`src/rtl/cseq_pkg.sv`:
```
package cseq_pkg;
  localparam int WORD_W = 24;
  typedef logic [WORD_W-1:0] word_t;
  localparam word_t POS_FS = {1'b0, {(WORD_W-1){1'b1}}};
  localparam word_t NEG_FS = {1'b1, {(WORD_W-1){1'b0}}};

  function automatic word_t clip_fs(input word_t raw);
    return raw[WORD_W-1] ? NEG_FS : POS_FS;
  endfunction
endpackage

```
`src/rtl/cseq_sel_track.sv`:
```
module cseq_sel_track #(
  parameter int SEL_W     = 5,
  parameter int SETUP_CYC = 200
) (
  input  logic             clk_i,
  input  logic             rst_ni,
  input  logic [SEL_W-1:0] sel_i,
  output logic             apply_o,
  output logic             fast_o
);
  localparam int CW = $clog2(SETUP_CYC + 1);
  localparam logic [CW-1:0] LAST = CW'(SETUP_CYC - 1);

  logic [SEL_W-1:0] sel_q, applied_q;
  logic             init_q, pending_q;
  logic [CW-1:0]    cnt_q;

  assign apply_o = pending_q && (cnt_q == LAST);
  assign fast_o  = applied_q[0];

  always_ff @(posedge clk_i or negedge rst_ni) begin
    if (!rst_ni) begin
      sel_q     <= '0;
      applied_q <= '0;
      init_q    <= 1'b0;
      pending_q <= 1'b0;
      cnt_q     <= '0;
    end else begin
      sel_q <= sel_i;
      if (!init_q) begin
        // first sample after power-up is taken as-is, no restart
        init_q    <= 1'b1;
        applied_q <= sel_i;
      end else if (apply_o) begin
        applied_q <= sel_q;
        pending_q <= 1'b0;
      end else if (pending_q) begin
        cnt_q <= cnt_q + 1'b1;
      end else if (sel_q != applied_q) begin
        pending_q <= 1'b1;
        cnt_q     <= '0;
      end
    end
  end
endmodule

```
`src/rtl/cseq_period_timer.sv`:
```
module cseq_period_timer #(
  parameter int SLOW_CYC = 491520,
  parameter int FAST_CYC = 61440
) (
  input  logic clk_i,
  input  logic rst_ni,
  input  logic restart_i,
  input  logic fast_i,
  output logic end_o
);
  localparam int CNT_W = $clog2(SLOW_CYC + 1);
  localparam logic [CNT_W-1:0] SLOW_LIM = CNT_W'(SLOW_CYC - 1);
  localparam logic [CNT_W-1:0] FAST_LIM = CNT_W'(FAST_CYC - 1);

  logic [CNT_W-1:0] cnt_q;

  assign end_o = (cnt_q == (fast_i ? FAST_LIM : SLOW_LIM));

  always_ff @(posedge clk_i or negedge rst_ni) begin
    if (!rst_ni)                cnt_q <= '0;
    else if (restart_i || end_o) cnt_q <= '0;
    else                        cnt_q <= cnt_q + 1'b1;
  end
endmodule

```
`src/rtl/cseq_settle_ctrl.sv`:
```
module cseq_settle_ctrl
  import cseq_pkg::*;
#(
  parameter int SETTLE_CNT = 4
) (
  input  logic  clk_i,
  input  logic  rst_ni,
  input  logic  apply_i,
  input  logic  end_i,
  input  logic  ovr_i,
  input  word_t raw_i,
  output logic  valid_o,
  output logic  ovr_rst_o,
  output word_t word_o
);
  localparam int LW = $clog2(SETTLE_CNT + 1);
  localparam logic [LW-1:0] HIDE = LW'(SETTLE_CNT - 1);

  logic [LW-1:0] left_q;

  always_ff @(posedge clk_i or negedge rst_ni) begin
    if (!rst_ni) begin
      left_q    <= '0;
      valid_o   <= 1'b0;
      ovr_rst_o <= 1'b0;
      word_o    <= '0;
    end else begin
      valid_o   <= 1'b0;
      ovr_rst_o <= 1'b0;
      if (apply_i) begin
        left_q <= HIDE;               // restart wins over a period end
      end else if (end_i) begin
        if (left_q != '0) begin
          left_q <= left_q - 1'b1;
        end else begin
          valid_o <= 1'b1;
          if (ovr_i) begin
            word_o    <= clip_fs(raw_i);
            ovr_rst_o <= 1'b1;
            left_q    <= HIDE;
          end else begin
            word_o <= raw_i;
          end
        end
      end
    end
  end
endmodule

```
`src/rtl/conv_seq.sv`:
```
module conv_seq
  import cseq_pkg::*;
#(
  parameter int SLOW_CYC   = 491520,
  parameter int FAST_CYC   = 61440,
  parameter int SETUP_CYC  = 220,
  parameter int SETTLE_CNT = 4,
  parameter int CH_W       = 2,
  parameter int GAIN_W     = 2
) (
  input  logic              clk_i,
  input  logic              rst_ni,
  input  logic [CH_W-1:0]   chan_i,
  input  logic [GAIN_W-1:0] gain_i,
  input  logic              rate_i,
  input  logic              ovr_i,
  input  logic [23:0]       raw_i,
  output logic              chain_rst_o,
  output logic              valid_o,
  output logic [23:0]       word_o
);
  localparam int SEL_W = CH_W + GAIN_W + 1;

  logic apply, fast, per_end, ovr_rst, apply_q;

  cseq_sel_track #(.SEL_W(SEL_W), .SETUP_CYC(SETUP_CYC)) i_sel (
    .clk_i  (clk_i),
    .rst_ni (rst_ni),
    .sel_i  ({chan_i, gain_i, rate_i}),
    .apply_o(apply),
    .fast_o (fast)
  );

  cseq_period_timer #(.SLOW_CYC(SLOW_CYC), .FAST_CYC(FAST_CYC)) i_tmr (
    .clk_i    (clk_i),
    .rst_ni   (rst_ni),
    .restart_i(apply),
    .fast_i   (fast),
    .end_o    (per_end)
  );

  cseq_settle_ctrl #(.SETTLE_CNT(SETTLE_CNT)) i_settle (
    .clk_i    (clk_i),
    .rst_ni   (rst_ni),
    .apply_i  (apply),
    .end_i    (per_end),
    .ovr_i    (ovr_i),
    .raw_i    (raw_i),
    .valid_o  (valid_o),
    .ovr_rst_o(ovr_rst),
    .word_o   (word_o)
  );

  always_ff @(posedge clk_i or negedge rst_ni) begin
    if (!rst_ni) apply_q <= 1'b0;
    else         apply_q <= apply;
  end

  assign chain_rst_o = apply_q | ovr_rst;
endmodule

```
`config.mk`:
```
export PLATFORM = sky130hd
export DESIGN_NAME = conv_seq
export DESIGN_NICKNAME = d
export VERILOG_FILES = /design/src/rtl/cseq_pkg.sv /design/src/rtl/cseq_sel_track.sv /design/src/rtl/cseq_period_timer.sv /design/src/rtl/cseq_settle_ctrl.sv /design/src/rtl/conv_seq.sv
export SDC_FILE = /design/constraint.sdc
export NUM_CORES = 1
export LEC_CHECK = 0
export BUFFER_PORTS_ARGS = -buffer_cell sky130_fd_sc_hd__buf_2
export CAP_MARGIN = 20
export CORE_MARGIN = 1.5
export CORE_UTILIZATION = 44
export DETAILED_ROUTE_END_ITERATION = 8
export GPL_ROUTABILITY_DRIVEN = 0
export PLACE_DENSITY_LB_ADDON = 0.08
export SYNTH_ARGS = -nofsm -noshare
export SYNTH_HDL_FRONTEND = slang
export SYNTH_SLANG_ARGS = --single-unit
```
`constraint.sdc`:
```
create_clock -name clk_i -period 2.3 [get_ports clk_i]
set_clock_uncertainty 0.05 [all_clocks]
set_input_delay 0 -clock clk_i [delete_from_list [all_inputs] [get_ports clk_i]]
set_output_delay 0 -clock clk_i [all_outputs]
set_load 0.01 [all_outputs]
```
**Yosys cells after proc, flatten, opt, wreduce, memory -nomap -nowiden**

Cells that the tools add are included.

- Register bits after elaboration: 69

- $add $sub $neg: 3
- Equality and inequality tests: 4
- Muxes and demuxes: 22
- Bitwise gates (word level): 3
- Reductions and logical operators: 9

Operator list:

| cell | count |
|---|---|
| 24-bit 2-to-1 mux | 2 |
| 19-bit 2-to-1 mux | 2 |
| 19-bit by 1-bit adder with 19-bit output, second input constant | 1 |
| 19-bit == test | 1 |
| 8-bit 2-to-1 mux | 2 |
| 3-bit 2-to-1 mux | 4 |
| 1-bit 2-to-1 mux | 10 |
| 5-bit 2-to-1 mux | 2 |
| 8-bit by 1-bit adder with 8-bit output, second input constant | 1 |
| 8-bit == test, second input constant | 1 |
| 3-bit AND reduction | 2 |
| 3-bit nonzero test | 2 |
| 5-bit != test | 1 |
| 2-bit nonzero test | 2 |
| 3-bit by 1-bit subtractor with 3-bit output, second input constant | 1 |
| 2-bit != test, second input constant | 1 |
| 1-bit inverter | 2 |
| 2-bit AND reduction | 1 |
| 1-bit logical AND | 1 |
| 1-bit logical OR | 1 |
| 1-bit OR | 1 |

**Depth between registers and ports, before layout**

Gate-level depths: netlist of run 1.

- Depth after elaboration: 4
- Depth in mapped cells: 8

**Cells and area by module**

From an unflattened synthesis of run 1, not the netlist that was laid out.

- Cells, all modules: 317
- Area total of the unflattened synthesis: 3271.9 sq um

By module, submodules not included:

| module | times used | cells each | area an instance (sq um) | sequential area each (sq um) |
|---|---|---|---|---|
| cseq_settle_ctrl | 1 | 128 | 1265.0 | 725.7 |
| cseq_period_timer | 1 | 95 | 1029.7 | 475.5 |
| cseq_sel_track | 1 | 92 | 945.9 | 500.5 |
| conv_seq | 1 | 2 | 31.3 | 25.0 |

**Least setup slack after synthesis of run 1**

Ideal clock, no wire load.

- Path type: reg-to-reg
- From: register i_tmr.cnt_q[0]
- To: register i_tmr.cnt_q[18]
- Library setup time: 87 ps
- Data arrival time: 1967 ps
- Required time: 2163 ps
- Setup slack: 196 ps
- Cell stages (with the launch flop): 7
- Cells stage by stage: dfrtp_1 -> ha_1 -> nand3_1 -> or4_4 -> buf_6 -> or4_4 -> a211oi_2

- Cells in the longest elaborated chain, start to end: 3
- Elaborated cells between the ends (all ways): 4

Ends and longest elaborated chain:

| element | RTL line | text |
|---|---|---|
| from (decl) | cseq_period_timer.sv:15 | `logic [CNT_W-1:0] cnt_q;` |
| from (signal assigned) | cseq_period_timer.sv:22 | `else cnt_q <= cnt_q + 1'b1;` |
| branches (longest 2 deep; another with 19-bit by 1-bit adder with 19-bit output) | - |  |
| 19-bit 2-to-1 mux (*) | cseq_period_timer.sv:21 | `else if (restart_i \|\| end_o) cnt_q <= '0;` |

Every way passes the cells marked *.
A chain may end at the register's enable or synchronous reset.

**Worst setup path after layout of run 1**

- From: register i_tmr.cnt_q[0]
- To: register i_settle.left_q[1]

- Cells in the longest elaborated chain, start to end: 3

Ends and longest elaborated chain:

| element | RTL line | text |
|---|---|---|
| 19-bit == test | cseq_period_timer.sv:17 | `assign end_o = (cnt_q == (fast_i ? FAST_LIM : SLOW_LIM));` |
| 2-bit nonzero test (no source line) | - |  |
| 2-bit AND reduction (no source line) | - |  |
| to (signal assigned) | cseq_settle_ctrl.sv:34 | `left_q <= left_q - 1'b1;` |
| to (decl) | cseq_settle_ctrl.sv:19 | `logic [LW-1:0] left_q;` |

Every way passes these cells.

==> parameters.txt, run 1 <==
Parameter                              Value

Status
  Outcome    finished, final reports clean

Synthesis
  Distinct cell type count of the synthesized netlist    41
  Netlist area before placement    3311 um^2
  Synth Register Bits    69
  Synthesized net count    364
  Post-synthesis xor/xnor area fraction    0.04233
  Simple-gate share of the synthesized area    0.1542
  Syn_area_per_cell    slightly above 10 um^2
  Cell count after synthesis    between 300 and 400
  Synth Warn #    0
  Adder-cell share of the synthesized area    0.01512
  Sequential-to-total area share from yosys stat    0.5215
  Largest family of logic cells by synthesized area    simple AND/OR/NAND/NOR gates
  Mux contribution to synthesized area    0.08012
  Compound-cell area share of the yosys netlist    0.1187

Routing
  1st-pass router iterations    4
  Post-detailed-route count of antenna-violating nets    0
  Final Routed Wirelength    a little under 7000 um
  Average wire length per cell after detail routing    13.13 um
  Via density    around 5.0
  Drt initial violations    100
  Remaining DRCs    0
  DR vias    ~2600

Clocking
  Clock Path Buffers    2
  Clock Pin Slew Worst Setup and Hold Paths    0.08 ns
  Max H-tree Level    3
  TritonCTS sink count    approximately 70
  Clk Latency, worst-skew pair    0.34 ns
  CTS resizes    0
  Buffer type at the clock tree root    sky130_fd_sc_hd__clkbuf_8
  CTS Buf Count    9
  Clock tree from TritonCTS    yes

Global route
  Total GRT Usage    0.1816
  Remaining Overflow, GRT    0
  Number of antenna violations at the first check in global routing    0
  Met2 usage in global routing    0.2863
  Most Used Layer, Global Route    met2
  Number of global-route vias before repair    between 2000 and 3000
  Largest net degree at the start of global routing    46
  First-pass GRT wire length    11890 um
  Global routing met3 resource utilization    0.03384
  GRT met1 Usage    0.2485

Power
  Internal cell power    0.001896 W
  Peak supply drop    0.2951 mV
  Power density over the cells    593.6 nW/um^2
  Pleak    between 1.5 and 2 nW
  Sw power    around 0.00061 W
  Combinational group share of total power    0.085
  Total chip power    about 0.0025 W
  Sw frac    0.2435
  Clock network fraction of total power    0.390
  Reg power frac    0.526

Final layout
  Layout area overhead    27.55%
  Antenna Cells    0
  Number of nets at the end of the flow    roughly 460
  Fraction of final layout cells with drive strength greater than 1    0.2282
  End-of-flow core utilization    0.5822

Floorplanning
  Initial Utilization    0.4564
  Row Count    31
  I/O pin count    58
  Die area    8053 um^2
  Area of the core    a little over 7000 um^2
  Chip width    89.74 um
  Die height    about 90 um

STA
  Hold slack final    0.01129 ns
  Number of slew-limit violations in the final report    0
  Max_slew headroom    0.6099
  Crit share post-route    0.9326
  Total Negative Setup Slacks    0 ns
  Maximum achievable frequency    466.2 MHz
  Final-report hold violation count    0
  Slew at the pin with the worst max-slew slack    0.5852 ns
  Setup Viol. Count Final    0
  Clock period minus final worst setup slack    2.145 ns

Critical path
  Combined buffer and inverter count along the critical path    1
  Type of element capturing the critical path    register
  Maximum cell stage delay along the critical path    0.47 ns
  Critical Setup Path Class    reg2reg
  Arrival @ worst endpoint    2.35 ns
  Slowest stage cell, crit path    sky130_fd_sc_hd__or4_4
  Worst flop-to-flop path startpoint    i_tmr.cnt_q[0]
  Nature of the critical path startpoint    register
  Cell-by-cell trace of the critical path    ha_1, nand3_1, or4_4, buf_4, a221oi_1, mux2i_1
  Family with the most delay on the worst path    simple AND/OR/NAND/NOR gates
  Maximum fanout along the worst path    9
  Data required, critical path    2.51 ns
  Crit path launch    i_tmr.cnt_q[0]

Placement
  I/O Buffers    57
  Detailed placer's ending HPWL    4545 um

Min path
  Beginning of the worst hold path    raw_i[22]
  Worst Hold Class    in2reg

Flow run
  Max-capacitance violation count    0
-- Yosys cell counts --
library cell                number  area [um^2]
sky130_fd_sc_hd__a211oi_1        6        45.04
sky130_fd_sc_hd__a211oi_2        1        12.51
sky130_fd_sc_hd__a211oi_4        1        20.02
sky130_fd_sc_hd__a21boi_0        1        7.510
sky130_fd_sc_hd__a21o_1          1        7.510
sky130_fd_sc_hd__a21oi_1         1        5.000
sky130_fd_sc_hd__a221oi_1        1        8.760
sky130_fd_sc_hd__a2bb2oi_1       2        17.52
sky130_fd_sc_hd__a31oi_1        13        81.33
sky130_fd_sc_hd__and2_1          3        18.77
sky130_fd_sc_hd__and3_1          1        6.260
sky130_fd_sc_hd__buf_1           1        3.750
sky130_fd_sc_hd__buf_6           3        33.78
sky130_fd_sc_hd__clkbuf_1       12        45.04
sky130_fd_sc_hd__conb_1          1        3.750
sky130_fd_sc_hd__dfrtp_1        69         1727
sky130_fd_sc_hd__ha_1            4        50.05
sky130_fd_sc_hd__inv_1          37        138.9
sky130_fd_sc_hd__mux2_2          4        45.04
sky130_fd_sc_hd__mux2i_1        22        220.2
sky130_fd_sc_hd__nand2_1        23        86.33
sky130_fd_sc_hd__nand2b_1        3        18.77
sky130_fd_sc_hd__nand3_1         9        45.04
sky130_fd_sc_hd__nand3_2         2        20.02
sky130_fd_sc_hd__nand4_1         5        31.28
sky130_fd_sc_hd__nand4b_1        2        17.52
sky130_fd_sc_hd__nor2_1         13        48.80
sky130_fd_sc_hd__nor2b_1         1        6.260
sky130_fd_sc_hd__nor3_1         18        90.09
sky130_fd_sc_hd__nor3b_1         1        7.510
sky130_fd_sc_hd__nor4_1          1        6.260
sky130_fd_sc_hd__nor4bb_1        1        10.01
sky130_fd_sc_hd__o21ai_0        34        170.2
sky130_fd_sc_hd__o311a_1         1        10.01
sky130_fd_sc_hd__o31ai_1         1        7.510
sky130_fd_sc_hd__or2_2           2        12.51
sky130_fd_sc_hd__or3_1           7        43.79
sky130_fd_sc_hd__or4_1           1        7.510
sky130_fd_sc_hd__or4_4           3        33.78
sky130_fd_sc_hd__xnor2_1        13        113.9
sky130_fd_sc_hd__xor2_1          3        26.28
-- layer usage --
metal  wire length [um]  share of wire  vias to the layer above
li1                   -              -                     1310
met1               3233           0.47                     1269
met2               3368           0.49                       36
met3                180          0.026                       10
met4                 97          0.014                        0
met5                  0              0                        -
-- final timing paths --
kind	endpoint	cells after the start	slack (ns)
setup reg to reg	i_settle.left_q[1]	6	0.15
min in group asynchronous	i_settle.word_o[2]	2	0.14
hold / removal	i_settle.word_o[22]	4	0.01
max in group asynchronous	i_sel.cnt_q[3]	3	1.41
hold reg to reg	i_tmr.cnt_q[0]	1	0.44
setup / recovery	i_settle.left_q[1]	6	0.15
-- kinds of logic (layout without fill, tap and decap cells) --
group | count (synthesis) | count (layout)
and+or+nand+nor | 96 | 96
DFF | 69 | 69
AOI/OAI and AO/OA | 63 | 63
buffers and inverters | 53 | 150
muxes | 26 | 26
xor gates and xnor gates | 16 | 16
adders and majority gates | 4 | 4
other | 1 | 1
-- sequential cells by signal, summed over array words and instances, names as in the netlist --
signal and flops:
i_settle.ovr_rst_o 1, apply_q 1, i_sel.cnt_q 8, i_sel.pending_q 1
i_settle.valid_o 1, i_settle.word_o 24, i_settle.left_q 3, i_tmr.cnt_q 19
i_sel.applied_q 5, i_sel.sel_q 5, i_sel.init_q 1
-- final cells by class --
type | instances | area [um^2]
Tap cell | 99 | 123.9
Inverter | 37 | 138.9
Clock buffer | 12 | 145.1
Sequential cell | 69 | 1727
Fill cell | 670 | 3030
Multi-Input combinational cell | 206 | 1363
Clock inverter | 4 | 47.55
Timing Repair Buffer | 97 | 678.2
-- timing repair --
item                                    CTS  global route
setup buffers                             0             1
endpoints found under the setup margin    0            19
hold buffers                             27             0
hold endpoints to repair                 55             0
-- power groups by stage --
| stage | Combinational, W | Clock (W) | Sequential [W] |
|---|---|---|---|
| floorplan | 0.000104 | 0 | 0.00133 |
| CTS | 0.000216 | 0.00100 | 0.00132 |
| finish | 0.000212 | 0.000976 | 0.00132 |
| global placement | 0.000178 | 0 | 0.00134 |
| global route | 0.000245 | 0.00106 | 0.00133 |
| detailed placement | 0.000180 | 0 | 0.00134 |
-- cells in the final DEF (no fill, tap or decap), types with 5 or more instances in the layout --
cell type | synthesis | layout
sky130_fd_sc_hd__nand2_1 | 23 | 23
sky130_fd_sc_hd__xnor2_1 | 13 | 13
sky130_fd_sc_hd__o21ai_0 | 34 | 34
sky130_fd_sc_hd__dfrtp_1 | 69 | 69
sky130_fd_sc_hd__nor3_1 | 18 | 18
sky130_fd_sc_hd__nand4_1 | 5 | 5
sky130_fd_sc_hd__or3_1 | 7 | 7
sky130_fd_sc_hd__a31oi_1 | 13 | 13
sky130_fd_sc_hd__nor2_1 | 13 | 13
sky130_fd_sc_hd__mux2i_1 | 22 | 22
sky130_fd_sc_hd__inv_1 | 37 | 37
sky130_fd_sc_hd__nand3_1 | 9 | 9
sky130_fd_sc_hd__buf_2 | 0 | 57
sky130_fd_sc_hd__buf_4 | 0 | 11
sky130_fd_sc_hd__a211oi_1 | 6 | 6
sky130_fd_sc_hd__dlygate4sd3_1 | 0 | 27
sky130_fd_sc_hd__clkbuf_8 | 0 | 10
-- per-stage QoR --
step / cells / setup WS (ns) / area, um^2
5_1_grt: 524 / -0.004569 / 4223
6_report: 524 / 0.1549 / 4223
2_1_floorplan: 328 / 0.1965 / 3311
3_3_place_gp: 480 / 0.1444 / 3740
4_1_cts: 523 / 0.05315 / 4203
3_5_place_dp: 480 / 0.06282 / 3740
-- worst reg2reg max path, cell delays in order, from the launching register on --
cell,delay (ns)
sky130_fd_sc_hd__dfrtp_1,0.38
sky130_fd_sc_hd__ha_1,0.21
sky130_fd_sc_hd__nand3_1,0.14
sky130_fd_sc_hd__or4_4,0.47
sky130_fd_sc_hd__buf_4,0.19
sky130_fd_sc_hd__a221oi_1,0.39
sky130_fd_sc_hd__mux2i_1,0.24
Power figures use the tool's default switching activity.
==> inputs of run 2 (changes only) <==
Settings changed: CORE_UTILIZATION 44 to 56, CTS_CLUSTER_SIZE set to 40.
==> run 2 against run 1 <==
Combinational power barely moved. Final cell count fell by 4.0%. Design area rose by 2.0%. Sequential share of layout area fell by 0.78 points. Total power rose by 11%. Register-to-register slack got worse by 0.07 ns. Sequential cell count did not move. Global-route usage rose by 6.4 points. Via count rose by 3.7%. Critical path type unchanged. Largest power group unchanged. Highest routed layer unchanged.
==> parameters.txt, run 2 (same netlist as run 1, synthesis figures left out) <==
Parameter                              Value

Status
  Outcome    finished, final reports clean

Placement
  I/O Buffers    57
  Detailed placer's ending HPWL    ~4600 um
  Worst slack, placed    between 0.04 and 0.05 ns
  Cells after DPL    451

Power
  Internal cell power    0.002148 W
  Sw frac    0.2264
  Combinational group share of total power    0.077
  Clock network fraction of total power    0.448
  Total chip power    about 0.0028 W
  Reg power frac    0.474
  Sw power    0.0006287 W
  Peak supply drop    0.4389 mV
  Power density over the cells    645.0 nW/um^2
  Pleak    1.986 nW

Clocking
  Clock tree from TritonCTS    yes
  Clk Latency, worst-skew pair    0.34 ns
  TritonCTS sink count    69
  CTS Buf Count    9
  Buffer type at the clock tree root    sky130_fd_sc_hd__clkbuf_8
  Clock Path Buffers    2
  Clock Pin Slew Worst Setup and Hold Paths    0.07 ns
  Max H-tree Level    3

Critical path
  Data required, critical path    around 2.5 ns
  Nature of the critical path startpoint    register
  Critical Setup Path Class    reg2reg
  Maximum fanout along the worst path    6
  Combined buffer and inverter count along the critical path    1
  Arrival @ worst endpoint    2.41 ns
  Type of element capturing the critical path    register
  Family with the most delay on the worst path    simple AND/OR/NAND/NOR gates
  Slowest stage cell, crit path    sky130_fd_sc_hd__or4_4
  Cell-by-cell trace of the critical path    ha_2, nand3_1, or4_4, buf_4, or3_1, a211oi_1
  Maximum cell stage delay along the critical path    between 0.5 and 0.6 ns

Routing
  Drt initial violations    178
  Post-detailed-route count of antenna-violating nets    0
  Via density    roughly 5.4
  1st-pass router iterations    5
  DR vias    2721
  Remaining DRCs    0
  Average wire length per cell after detail routing    14.82 um
  Final Routed Wirelength    7454 um

STA
  Final-report hold violation count    0
  Slew at the pin with the worst max-slew slack    0.5354 ns
  Max_slew headroom    0.6422
  Setup ws final    0.08845 ns
  Clock period minus final worst setup slack    2.212 ns
  Crit share post-route    0.9615
  Setup Viol. Count Final    0
  Number of slew-limit violations in the final report    0
  Maximum achievable frequency    approximately 450 MHz

Global route
  Number of global-route vias before repair    2670
  Number of antenna violations at the first check in global routing    0
  First-pass GRT wire length    12050 um
  Remaining Overflow, GRT    0
  Largest net degree at the start of global routing    30
  Total GRT Usage    0.2460

Final layout
  Number of nets at the end of the flow    462
  Max reg flops    24
  Largest registers ranked by flip-flop count    i_settle.word_o (24), i_tmr.cnt_q (19), i_sel.cnt_q (8)
  Layout area overhead    30.05%
  Most frequent cells in the layout    sky130_fd_sc_hd__dfrtp_1, sky130_fd_sc_hd__buf_2, sky130_fd_sc_hd__inv_1
  Non-filler instance count after layout    503
  Largest reg by FF count    i_settle.word_o
  Antenna Cells    0
  Fraction of final layout cells with drive strength greater than 1    0.2459
  Leading cell type in the layout, fill and taps excluded    sky130_fd_sc_hd__dfrtp_1

Floorplanning
  Initial Utilization    0.5904
  Chip width    79.89 um
  Die height    79.89 um
  Row Count    27
  I/O pin count    58
  Die area    6382 um^2
  Area of the core    between 5000 and 6000 um^2

Min path
  Worst Hold Class    in2reg

Flow run
  Max-capacitance violation count    0
## run 2: cell types whose count changed in the layout (fill, tap and decap cells not counted), sizes merged
cell	previous run	this run
clkbuf	12	11
clkinv	2	1
bufinv	1	3
buf	70	76
## run 2: path summary, 6_finish.rpt
kind / slack, ns / end / start / cells past startpoint
worst max-delay path: 0.09 / i_tmr.cnt_q[16] / i_tmr.cnt_q[0] / 6
worst min-delay path: 0.007 / i_settle.word_o[20] / raw_i[20] / 4
worst max register to register: 0.09 / i_tmr.cnt_q[16] / i_tmr.cnt_q[0] / 6
worst min register to register: 0.46 / i_settle.word_o[21] / i_settle.word_o[21] / 1
max in group asynchronous: 1.44 / i_sel.cnt_q[4] / rst_ni / 3
min in group asynchronous: 0.06 / i_settle.ovr_rst_o / rst_ni / 2
## run 2: layout make-up
type                    count  area (um^2)
inverters                  37        138.9
flip-flops and latches     69         1727
well taps                  72        90.09
clock buffers              11        151.4
multi-input cells         206         1365
clock inverters             5        106.4
fillers                   384         1303
repair buffers            103        726.9
## run 2: layer usage
metal / wire [um] / global-route usage / up-vias
met5: 0 / 0 / -
met4: 162 / 0.1052 / 0
met3: 268 / 0.05143 / 17
met2: 3708 / 0.4025 / 70
met1: 3316 / 0.3150 / 1311
li1: - / - / 1323
## run 2: metrics by stage
step	hold slack, ns	utilization	setup TNS, ns	instance area, um^2
6_report	0.006766	0.7677	0	4305
5_1_grt	0.03774	0.7677	-0.002617	4305
4_1_cts	0.0002070	0.7546	0	4232
3_5_place_dp	-0.09691	0.6604	0	3704
3_3_place_gp	-0.1007	0.6604	0	3704
2_1_floorplan	-0.3456	-	0	3311
## run 2: power groups by stage
| stage | logic (W) | registers [W] | clock network, W |
|---|---|---|---|
| after global placement | 0.000172 | 0.00134 | 0 |
| after global routing | 0.000244 | 0.00133 | 0.00131 |
| after detailed placement | 0.000175 | 0.00134 | 0 |
| after floorplan | 0.000104 | 0.00133 | 0 |
| after CTS | 0.000212 | 0.00132 | 0.00126 |
| final | 0.000215 | 0.00132 | 0.00124 |
## run 2: tightest hold or removal path, cell delays in order
cell	delay, ns
sky130_fd_sc_hd__buf_2	0.07
sky130_fd_sc_hd__inv_1	0.03
sky130_fd_sc_hd__o21ai_0	0.13
sky130_fd_sc_hd__mux2_2	0.14
## run 2: repair_timing
item / 4_1_cts / 5_1_grt
hold endpoints to repair: 71 / 0
setup endpoints to repair: 0 / 12
resized for setup: 0 / 2
buffers inserted: 0 / 9
hold buffers: 27 / 0
==> inputs of run 3 (changes only) <==
Settings changed: CORE_UTILIZATION 56 to 28.
==> run 3 against run 2 <==
Design area is 1.8% higher. Final cell count is 13% higher. Largest power group unchanged. Die area is 96% higher. Highest routed layer unchanged. Critical path depth stayed put. Utilization is 39 points lower. First-iteration DRC count is 33% lower.
==> parameters.txt, run 3 (same netlist as run 1, synthesis figures left out) <==
Parameter                              Value

Critical path
  Family with the most delay on the worst path    simple AND/OR/NAND/NOR gates
  Maximum fanout along the worst path    7
  Cell-by-cell trace of the critical path    ha_1, nand3_1, or4_4, buf_4, or3_1, a211oi_1
  Worst flop-to-flop path startpoint    i_tmr.cnt_q[0]
  Type of element capturing the critical path    register
  Crit path launch    i_tmr.cnt_q[0]
  Maximum cell stage delay along the critical path    between 0.4 and 0.5 ns
  Nature of the critical path startpoint    register
  R2r worst-path depth    6
  Critical Setup Path Class    reg2reg
  Data required, critical path    2.48 ns
  Arrival @ worst endpoint    roughly 2.3 ns
  Reg-to-reg slack, setup    0.17 ns
  Worst flop-to-flop path endpoint    i_tmr.cnt_q[14]
  Slowest stage cell, crit path    sky130_fd_sc_hd__or4_4
  Combined buffer and inverter count along the critical path    1

STA
  Setup ws final    ~0.17 ns
  Maximum achievable frequency    ~470 MHz
  Total Negative Setup Slacks    0 ns
  Setup Viol. Count Final    0
  Number of slew-limit violations in the final report    0
  Slew at the pin with the worst max-slew slack    0.8998 ns
  Final-report hold violation count    0
  RSZ-0062 raised after global routing    false
  Crit share post-route    0.9282
  Max_slew headroom    0.4001
  Clock period minus final worst setup slack    2.135 ns

Routing
  Post-detailed-route count of antenna-violating nets    0
  Average wire length per cell after detail routing    13.48 um
  1st-pass router iterations    4
  Final Routed Wirelength    7672 um
  DR vias    roughly 2600
  Drt initial violations    120
  Via density    4.594
  Remaining DRCs    0

Status
  Outcome    finished, final reports clean

Power
  Peak supply drop    between 0.4 and 0.5 mV
  Pleak    1.981 nW
  Power density over the cells    643.7 nW/um^2

Final layout
  Largest reg by FF count    i_settle.word_o
  Layout area overhead    32.35%
  Antenna Cells    0
  Max reg flops    24
  Largest registers ranked by flip-flop count    i_settle.word_o (24), i_tmr.cnt_q (19), i_sel.cnt_q (8)
  Most frequent cells in the layout    sky130_fd_sc_hd__dfrtp_1, sky130_fd_sc_hd__buf_2, sky130_fd_sc_hd__inv_1
  Fraction of final layout cells with drive strength greater than 1    0.2300
  Leading cell type in the layout, fill and taps excluded    sky130_fd_sc_hd__dfrtp_1
  Layout filler cell count    1156
  Number of nets at the end of the flow    458

Global route
  Remaining Overflow, GRT    0
  Total GRT Usage    0.1362
  Largest net degree at the start of global routing    70
  Number of global-route vias before repair    2761
  First-pass GRT wire length    ~14000 um
  Number of antenna violations at the first check in global routing    0

Clocking
  Clock Pin Slew Worst Setup and Hold Paths    ~0.050 ns
  TritonCTS sink count    69
  Max H-tree Level    3
  Clk Latency, worst-skew pair    between 0.3 and 0.4 ns
  Clock Path Buffers    2
  Clock tree from TritonCTS    yes
  CTS resizes    0
  Buffer type at the clock tree root    sky130_fd_sc_hd__clkbuf_16
  CTS Buf Count    9

Floorplanning
  Initial Utilization    0.2887
  Row Count    39
  Area of the core    approximately 11000 um^2
  I/O pin count    58
  Chip width    roughly 110 um
  Die area    12480 um^2
  Die height    111.7 um

Min path
  Worst Hold Class    in2reg
  Beginning of the worst hold path    raw_i[22]
  Cell count of the worst hold path    4
  Hold Path End    i_settle.word_o[22]

Placement
  Worst slack, placed    between 0.1 and 0.15 ns
  I/O Buffers    57
  Detailed placer's ending HPWL    5033 um

Flow run
  Max-capacitance violation count    0
==> run 3: changes by cell type in the layout (fill, tap and decap cells not counted), sizes merged <==
cell | before | now
bufinv | 3 | 0
buf | 76 | 72
clkinvlp | 1 | 0
clkbuf | 11 | 14
==> run 3: routing by layer <==
layer  GRT usage  share of wire  vias to the layer above
met5           0              0                        -
met4     0.05148          0.016                        0
met3     0.03702          0.027                       10
met2      0.2154           0.49                       34
met1      0.1784           0.47                     1256
li1            -              -                     1314
==> run 3: cell type report <==
| class | instances | area (um^2) | area share |
|---|---|---|---|
| inverter | 37 | 138.9 | 0.03170 |
| timing repair buffer | 99 | 695.7 | 0.1588 |
| clock inverter | 1 | 5.005 | 0.001142 |
| sequential | 69 | 1727 | 0.3941 |
| tap | 143 | 178.9 | 0.04083 |
| clock buffer | 14 | 274.0 | 0.06254 |
| multi-input combinational | 206 | 1363 | 0.3110 |
==> run 3: worst max-delay path by stage <==
| stage | to | slack, ns | cells past startpoint |
|---|---|---|---|
| 2_1_floorplan | i_tmr.cnt_q[18] | 0.20 | 6 |
| 3_3_place_gp | i_settle.word_o[21] | 0.17 | 6 |
| 3_5_place_dp | i_settle.word_o[16] | 0.12 | 7 |
| 4_1_cts | i_settle.word_o[16] | 0.10 | 7 |
| 5_1_grt | i_tmr.cnt_q[14] | 0.02 | 6 |
| 6_report | i_tmr.cnt_q[14] | 0.17 | 6 |
==> run 3: worst reg2reg max path: cells and delay by family (launching register included) <==
| family | cells | cell delay (ns) |
|---|---|---|
| adders and majority gates | 1 | 0.21 |
| buffers and inverters | 1 | 0.19 |
| and+or+nand+nor | 3 | 0.98 |
| DFF | 1 | 0.39 |
| AOI/OAI and AO/OA | 1 | 0.23 |
==> run 3: repair_timing <==
item / CTS / global route
endpoints found under the setup margin: 0 / 3
hold buffers: 27 / 0
endpoints found under the hold margin: 100 / 0
setup buffers: 0 / 4
==> run 3: stage by stage <==
| stage | instance area [um^2] | total power [W] | instances | hold slack [ns] | util |
|---|---|---|---|---|---|
| after floorplan | 3311 | 0.001430 | 328 | -0.3456 | - |
| after global placement | 3790 | 0.001527 | 523 | 0.07345 | 0.3305 |
| after detailed placement | 3790 | 0.001525 | 523 | 0.07432 | 0.3305 |
| after CTS | 4339 | 0.002881 | 565 | 0.01938 | 0.3784 |
| after global routing | 4382 | 0.002981 | 569 | 0.08325 | 0.3821 |
| final | 4382 | 0.002820 | 569 | 0.02729 | 0.3821 |
==> run 3: power breakdown <==
part / internal (W) / switching (W)
registers: 0.00126 / 0.0000589
clock network: 0.000811 / 0.000476
logic: 0.000105 / 0.000107
total: 0.00218 / 0.000642
